<file path="src/rtl/tt_pkg.sv">
package tt_pkg;
  localparam int BYTE_W = 8;
  localparam int NIB_W  = 4;

  typedef enum logic {EG_PASS, EG_TAG} eg_state_t;

  function automatic logic [BYTE_W-1:0] tag_byte(input logic [NIB_W-1:0] ports);
    return {{(BYTE_W-NIB_W){1'b0}}, ports};
  endfunction
endpackage

</file>
<file path="src/rtl/tt_frame_mode.sv">
module tt_frame_mode (
  input  logic clk,
  input  logic rst_n,
  input  logic cfg_en,
  input  logic beat_fire,
  input  logic beat_last,
  output logic mode
);
  logic busy;
  logic held;

  assign mode = busy ? held : cfg_en;

  always_ff @(posedge clk) begin
    if (!rst_n) begin
      busy <= 1'b0;
      held <= 1'b0;
    end else if (beat_fire) begin
      if (beat_last) begin
        busy <= 1'b0;
      end else if (!busy) begin
        busy <= 1'b1;
        held <= cfg_en;
      end
    end
  end
endmodule

</file>
<file path="src/rtl/tt_egress_insert.sv">
module tt_egress_insert
  import tt_pkg::*;
#(
  parameter int NUM_PORTS = 4,
  localparam int SRC_W = (NUM_PORTS > 1) ? $clog2(NUM_PORTS) : 1
) (
  input  logic              clk,
  input  logic              rst_n,
  input  logic              mode,
  input  logic              s_valid,
  output logic              s_ready,
  input  logic [BYTE_W-1:0] s_data,
  input  logic              s_last,
  input  logic [SRC_W-1:0]  s_src,
  output logic              m_valid,
  input  logic              m_ready,
  output logic [BYTE_W-1:0] m_data,
  output logic              m_last,
  output logic              tag_phase
);
  eg_state_t        state;
  logic [SRC_W-1:0] src_q;
  logic [NIB_W-1:0] port_bits;

  always_comb begin
    port_bits = '0;
    for (int i = 0; i < NUM_PORTS; i++) begin
      if (src_q == SRC_W'(i)) port_bits[i] = 1'b1;
    end
  end

  always_comb begin
    if (state == EG_TAG) begin
      m_valid = 1'b1;
      m_data  = tag_byte(port_bits);
      m_last  = 1'b1;
      s_ready = 1'b0;
    end else begin
      m_valid = s_valid;
      m_data  = s_data;
      m_last  = s_last & ~mode;
      s_ready = m_ready;
    end
  end

  assign tag_phase = (state == EG_TAG);

  always_ff @(posedge clk) begin
    if (!rst_n) begin
      state <= EG_PASS;
      src_q <= '0;
    end else begin
      case (state)
        EG_PASS: if (s_valid && s_ready && s_last && mode) begin
          state <= EG_TAG;
          src_q <= s_src;
        end
        EG_TAG: if (m_ready) state <= EG_PASS;
        default: state <= EG_PASS;
      endcase
    end
  end
endmodule

</file>
<file path="src/rtl/tt_ingress_strip.sv">
module tt_ingress_strip
  import tt_pkg::*;
(
  input  logic              clk,
  input  logic              rst_n,
  input  logic              mode,
  input  logic              s_valid,
  output logic              s_ready,
  input  logic [BYTE_W-1:0] s_data,
  input  logic              s_last,
  output logic              m_valid,
  input  logic              m_ready,
  output logic [BYTE_W-1:0] m_data,
  output logic              m_last,
  output logic [NIB_W-1:0]  m_dest,
  output logic              m_drop
);
  logic              hold_v;
  logic [BYTE_W-1:0] hold_d;
  logic              pair_ok;

  assign pair_ok = hold_v & s_valid;

  always_comb begin
    if (mode) begin
      m_valid = pair_ok;
      m_data  = hold_d;
      m_last  = s_last;
      m_dest  = s_last ? s_data[NIB_W-1:0] : '0;
      m_drop  = pair_ok & s_last & (s_data[NIB_W-1:0] == '0);
      s_ready = ~hold_v | m_ready;
    end else begin
      m_valid = s_valid;
      m_data  = s_data;
      m_last  = s_last;
      m_dest  = '0;
      m_drop  = 1'b0;
      s_ready = m_ready;
    end
  end

  always_ff @(posedge clk) begin
    if (!rst_n) begin
      hold_v <= 1'b0;
      hold_d <= '0;
    end else if (mode && s_valid && s_ready) begin
      hold_v <= ~s_last;
      hold_d <= s_data;
    end
  end
endmodule

</file>
<file path="src/rtl/cpu_tailtag_port.sv">
module cpu_tailtag_port
  import tt_pkg::*;
#(
  parameter int NUM_PORTS = 4,
  localparam int SRC_W = (NUM_PORTS > 1) ? $clog2(NUM_PORTS) : 1
) (
  input  logic              clk,
  input  logic              rst_n,
  input  logic              tag_en,
  input  logic              eg_s_valid,
  output logic              eg_s_ready,
  input  logic [BYTE_W-1:0] eg_s_data,
  input  logic              eg_s_last,
  input  logic [SRC_W-1:0]  eg_s_src,
  output logic              eg_m_valid,
  input  logic              eg_m_ready,
  output logic [BYTE_W-1:0] eg_m_data,
  output logic              eg_m_last,
  input  logic              ig_s_valid,
  output logic              ig_s_ready,
  input  logic [BYTE_W-1:0] ig_s_data,
  input  logic              ig_s_last,
  output logic              ig_m_valid,
  input  logic              ig_m_ready,
  output logic [BYTE_W-1:0] ig_m_data,
  output logic              ig_m_last,
  output logic [NIB_W-1:0]  ig_m_dest,
  output logic              ig_m_drop
);
  logic eg_mode, ig_mode;
  logic eg_fire, ig_fire;
  logic eg_tag_phase;

  assign eg_fire = eg_s_valid & eg_s_ready;
  assign ig_fire = ig_s_valid & ig_s_ready;

  tt_frame_mode u_eg_mode (
    .clk(clk), .rst_n(rst_n), .cfg_en(tag_en),
    .beat_fire(eg_fire), .beat_last(eg_s_last), .mode(eg_mode)
  );

  tt_frame_mode u_ig_mode (
    .clk(clk), .rst_n(rst_n), .cfg_en(tag_en),
    .beat_fire(ig_fire), .beat_last(ig_s_last), .mode(ig_mode)
  );

  tt_egress_insert #(.NUM_PORTS(NUM_PORTS)) u_eg (
    .clk(clk), .rst_n(rst_n), .mode(eg_mode),
    .s_valid(eg_s_valid), .s_ready(eg_s_ready), .s_data(eg_s_data),
    .s_last(eg_s_last), .s_src(eg_s_src),
    .m_valid(eg_m_valid), .m_ready(eg_m_ready), .m_data(eg_m_data),
    .m_last(eg_m_last), .tag_phase(eg_tag_phase)
  );

  tt_ingress_strip u_ig (
    .clk(clk), .rst_n(rst_n), .mode(ig_mode),
    .s_valid(ig_s_valid), .s_ready(ig_s_ready), .s_data(ig_s_data),
    .s_last(ig_s_last),
    .m_valid(ig_m_valid), .m_ready(ig_m_ready), .m_data(ig_m_data),
    .m_last(ig_m_last), .m_dest(ig_m_dest), .m_drop(ig_m_drop)
  );
endmodule

</file>
<file path="config.mk">
export PLATFORM = sky130hd
export DESIGN_NAME = cpu_tailtag_port
export DESIGN_NICKNAME = d
export VERILOG_FILES = /design/src/rtl/tt_pkg.sv /design/src/rtl/tt_frame_mode.sv /design/src/rtl/tt_egress_insert.sv /design/src/rtl/tt_ingress_strip.sv /design/src/rtl/cpu_tailtag_port.sv
export SDC_FILE = /design/constraint.sdc
export NUM_CORES = 1
export LEC_CHECK = 0
export BUFFER_PORTS_ARGS = -buffer_cell sky130_fd_sc_hd__buf_2
export CAP_MARGIN = 10
export CORE_ASPECT_RATIO = 2
export CORE_MARGIN = 2
export CORE_UTILIZATION = 30
export CTS_BUF_LIST = sky130_fd_sc_hd__clkbuf_8 sky130_fd_sc_hd__clkbuf_16
export DETAILED_ROUTE_END_ITERATION = 12
export PLACE_DENSITY_LB_ADDON = 0.12
export SETUP_SLACK_MARGIN = 0.3
export SYNTH_ARGS = -nofsm -noshare
export SYNTH_HDL_FRONTEND = slang
export SYNTH_SLANG_ARGS = --single-unit
</file>
<file path="constraint.sdc">
create_clock -name clk -period 1.3 [get_ports clk]
set_clock_uncertainty 0.15 [all_clocks]
set_input_delay 0.13 -clock clk [delete_from_list [all_inputs] [get_ports clk]]
set_output_delay 0.13 -clock clk [all_outputs]
set_load 0.02 [all_outputs]
</file>
==> flow_metrics.tcl <==
set metrics [dict create \
    fp.dieH_um 84.9 \
    cpMaxStageDelayCell "dfxtp_4" \
    internal_power_mw 1.09 \
    cts_tree "yes" \
    cpPeakStageDelay_ns 0.39 \
    setup-violations-final 39 \
    pwr-share-seq_pct 34.3 \
    path_class "reg -> out" \
    rrSetupSlack_ns -0.20 \
    cp-start-kind "flip-flop" \
    cpMostUsedCell "buf_6" \
    fin_crit_sh_pct 121 \
    cts_buffers 3 \
    pwr-share-clk_pct 28.1 \
    r2r_cells 4 \
    clockBufferDepth 2 \
    place_area_um2 1470 \
    synth-seq-cells 16 \
    worst_slew_pin_slew_ns 0.400 \
    timing.slew.headroom_pct 73.1 \
    hold_path.startpoint "rst_n" \
    rows 29 \
    area_growth_pct 97.7 \
    viasPerCell 5.05 \
    p_comb_share_pct 37.5 \
    die_area_um2 3770 \
    final_core_util_pct 61.4 \
    endpoint_kind "output port" \
    power_leakage_nw 0.895 \
    rsz0062_at_grt "true" \
    grt-ovfl-total 0 \
    htreeDepth 1 \
    status "finished with violations" \
    syn_area_per_cell_um2 7.43 \
    final_nets 241 \
    first_global_vias 1238 \
    dp_cells 222 \
    ios 54 \
    final_layout_size_suffix_gt1_share_pct 58.2 \
    numPortBuffers 53 \
    final_cell_mix "nand2_1 (34), buf_6 (31), buf_2 (27)" \
    synth_edf_count 0 \
    final_max_slew_viol_count 0 \
    clockRootBuffer "clkbuf_8" \
    irDropWorstVdd_mv 0.568 \
    die_x_um 44.4 \
    grt_max_degree 23 \
    core_um2 3160 \
    layout_commonest_cell "nand2_1" \
    drc 0 \
    clock_sinks 16 \
    switching_share_pct 30.3 \
    ys_warn_count 0 \
    fin_ws_ns -0.279 \
    antenna_found_initial 0 \
    synthArstFlopShare_pct 0 \
    clk_pin_slew_worst_paths_ns 0.06 \
    wl_per_cell_um 13.7 \
    first_pass_iters 4 \
    hold_ws_ns 0.0888 \
    drt_iter0_drc 23 \
    endpoint "ig_m_data[6]" \
    vias 1232 \
    ys.flop_type "dfxtp_1" \
    p_switching_mw 0.476 \
    r2r-start "u_ig_mode.busy" \
    cellPowerDensity_nw_per_um2 809 \
    drv_cap 0 \
    final_cell_count_no_fill 244 \
    fmax_mhz 633 \
    arrival_ns 1.30 \
    worstSetupStartpoint "u_ig_mode.busy" \
    synthesis.nets 159 \
    worst_r2r_endpoint "u_ig.hold_v" \
    synth.distinct_cells 30 \
    grt_first_pass_wirelength_um 5420 \
    yosysSeqAreaShare_pct 32.7 \
    hpwl_um 2210 \
    netlist_instances 132 \
    cp.required_ns 1.02 \
    fin_crit_ns 1.58 \
    initial_core_util_pct 31.1 \
    hold_class "in -> reg" \
    antenna-diode-count 0 \
    synth_area_um2 981 \
    gp_congestion 0.816 \
    violations "setup timing" \
    fin_area_um2 1940 \
    cp_cell_sequence "mux2i_4 -> buf_6 -> nand2_1 -> nand2_2 -> buf_6" \
    drt_wl_total_um 3330 \
    drtAntennaViolNets 0 \
    track_usage_pct 18.8 \
    clk_latency_ns 0.24 \
    hold_viol 0 \
    critPathMaxFanout 6 \
]
==> power groups by stage <==
stage	combinational (mW)	clock [mW]	sequential, mW
final	0.589	0.442	0.539
after global routing	0.632	0.466	0.541
after CTS	0.568	0.449	0.538
after detailed placement	0.424	0	0.545
after global placement	0.417	0	0.544
after floorplan	0.266	0	0.544
==> flip-flops by register name (all words and copies together), names as in the netlist <==
| signal | flops |
|---|---|
| u_ig.hold_v | 1 |
| u_eg.tag_phase | 1 |
| u_ig.hold_d | 8 |
| u_eg.src_q | 2 |
| u_eg_mode.held | 1 |
| u_eg_mode.busy | 1 |
| u_ig_mode.busy | 1 |
| u_ig_mode.held | 1 |
==> synthesized netlist by cell type (2+ instances only) <==
cell	n	area (µm²)
a21oi_1	2	10.0
and3_1	4	25.0
and3b_1	2	17.5
clkbuf_1	4	15.0
dfxtp_1	16	320
inv_1	4	15.0
mux2i_1	12	120
nand2_1	47	176
nand3_1	2	10.0
nand3b_1	2	15.0
nor2_1	3	11.3
nor2b_1	7	43.8
nor3_1	3	15.0
nor4_1	2	12.5
o21a_1	2	15.0
o21ai_0	6	30.0
==> final cells by class <==
class / instances / area [µm²]
tap: 31 / 38.8
sequential: 16 / 332
inverter: 4 / 15.0
timing repair buffer: 82 / 694
clock buffer: 4 / 55.1
fill: 297 / 1220
multi-input combinational: 107 / 805
==> cell families (layout without fill, tap and decap cells) <==
group | after synthesis | count (layout) | share of synthesized area, %
flops | 16 | 16 | 32.7
compound gates | 15 | 15 | 10.1
mux | 14 | 15 | 14.9
simple gates | 76 | 77 | 36.9
buf+inv | 11 | 90 | 5.48
==> layer usage <==
layer  vias to the layer above  global-route usage [%]  part of all wire [%]
met4                         0                    9.64                   3.1
met2                        52                    36.0                    57
li1                        608                       -                     -
met3                         8                    2.13                   7.1
met5                         -                       0                     0
met1                       564                    18.2                    33
==> repair_timing <==
item                                    CTS  global route
hold buffers                              7             0
pin swaps                                 8             2
gates resized for setup                  70            11
gates cloned                              3             0
endpoints found under the setup margin   42            42
hold endpoints to repair                  7             0
buffers inserted                          6             2
==> through the flow <==
stage                     TNS, ns  total power [mW]  setup slack [ns]
after detailed placement    -1.43             0.969            -0.300
after CTS                   -5.91              1.56            -0.291
final                       -6.76              1.57            -0.279
after floorplan            -0.142             0.811           -0.0188
after global routing        -8.69              1.64            -0.343
after global placement      -1.10             0.961            -0.319
==> worst min-delay path by stage <==
stage	end	slack, ns	cells after the start
after global routing	u_ig.hold_v	0.12	2
after floorplan	u_eg_mode.busy	0.06	1
after global placement	u_eg_mode.busy	0.23	2
final	u_ig_mode.held	0.09	3
after CTS	u_ig_mode.held	0.08	3
after detailed placement	u_eg_mode.busy	0.24	2
==> worst max-delay path, delay by kind of cell (launching register included) <==
family	cells	cell delay, ns
DFF	1	0.39
and+or+nand+nor	2	0.13
muxes	1	0.26
buffers and inverters	2	0.27
(Power assumes the default switching activity.)
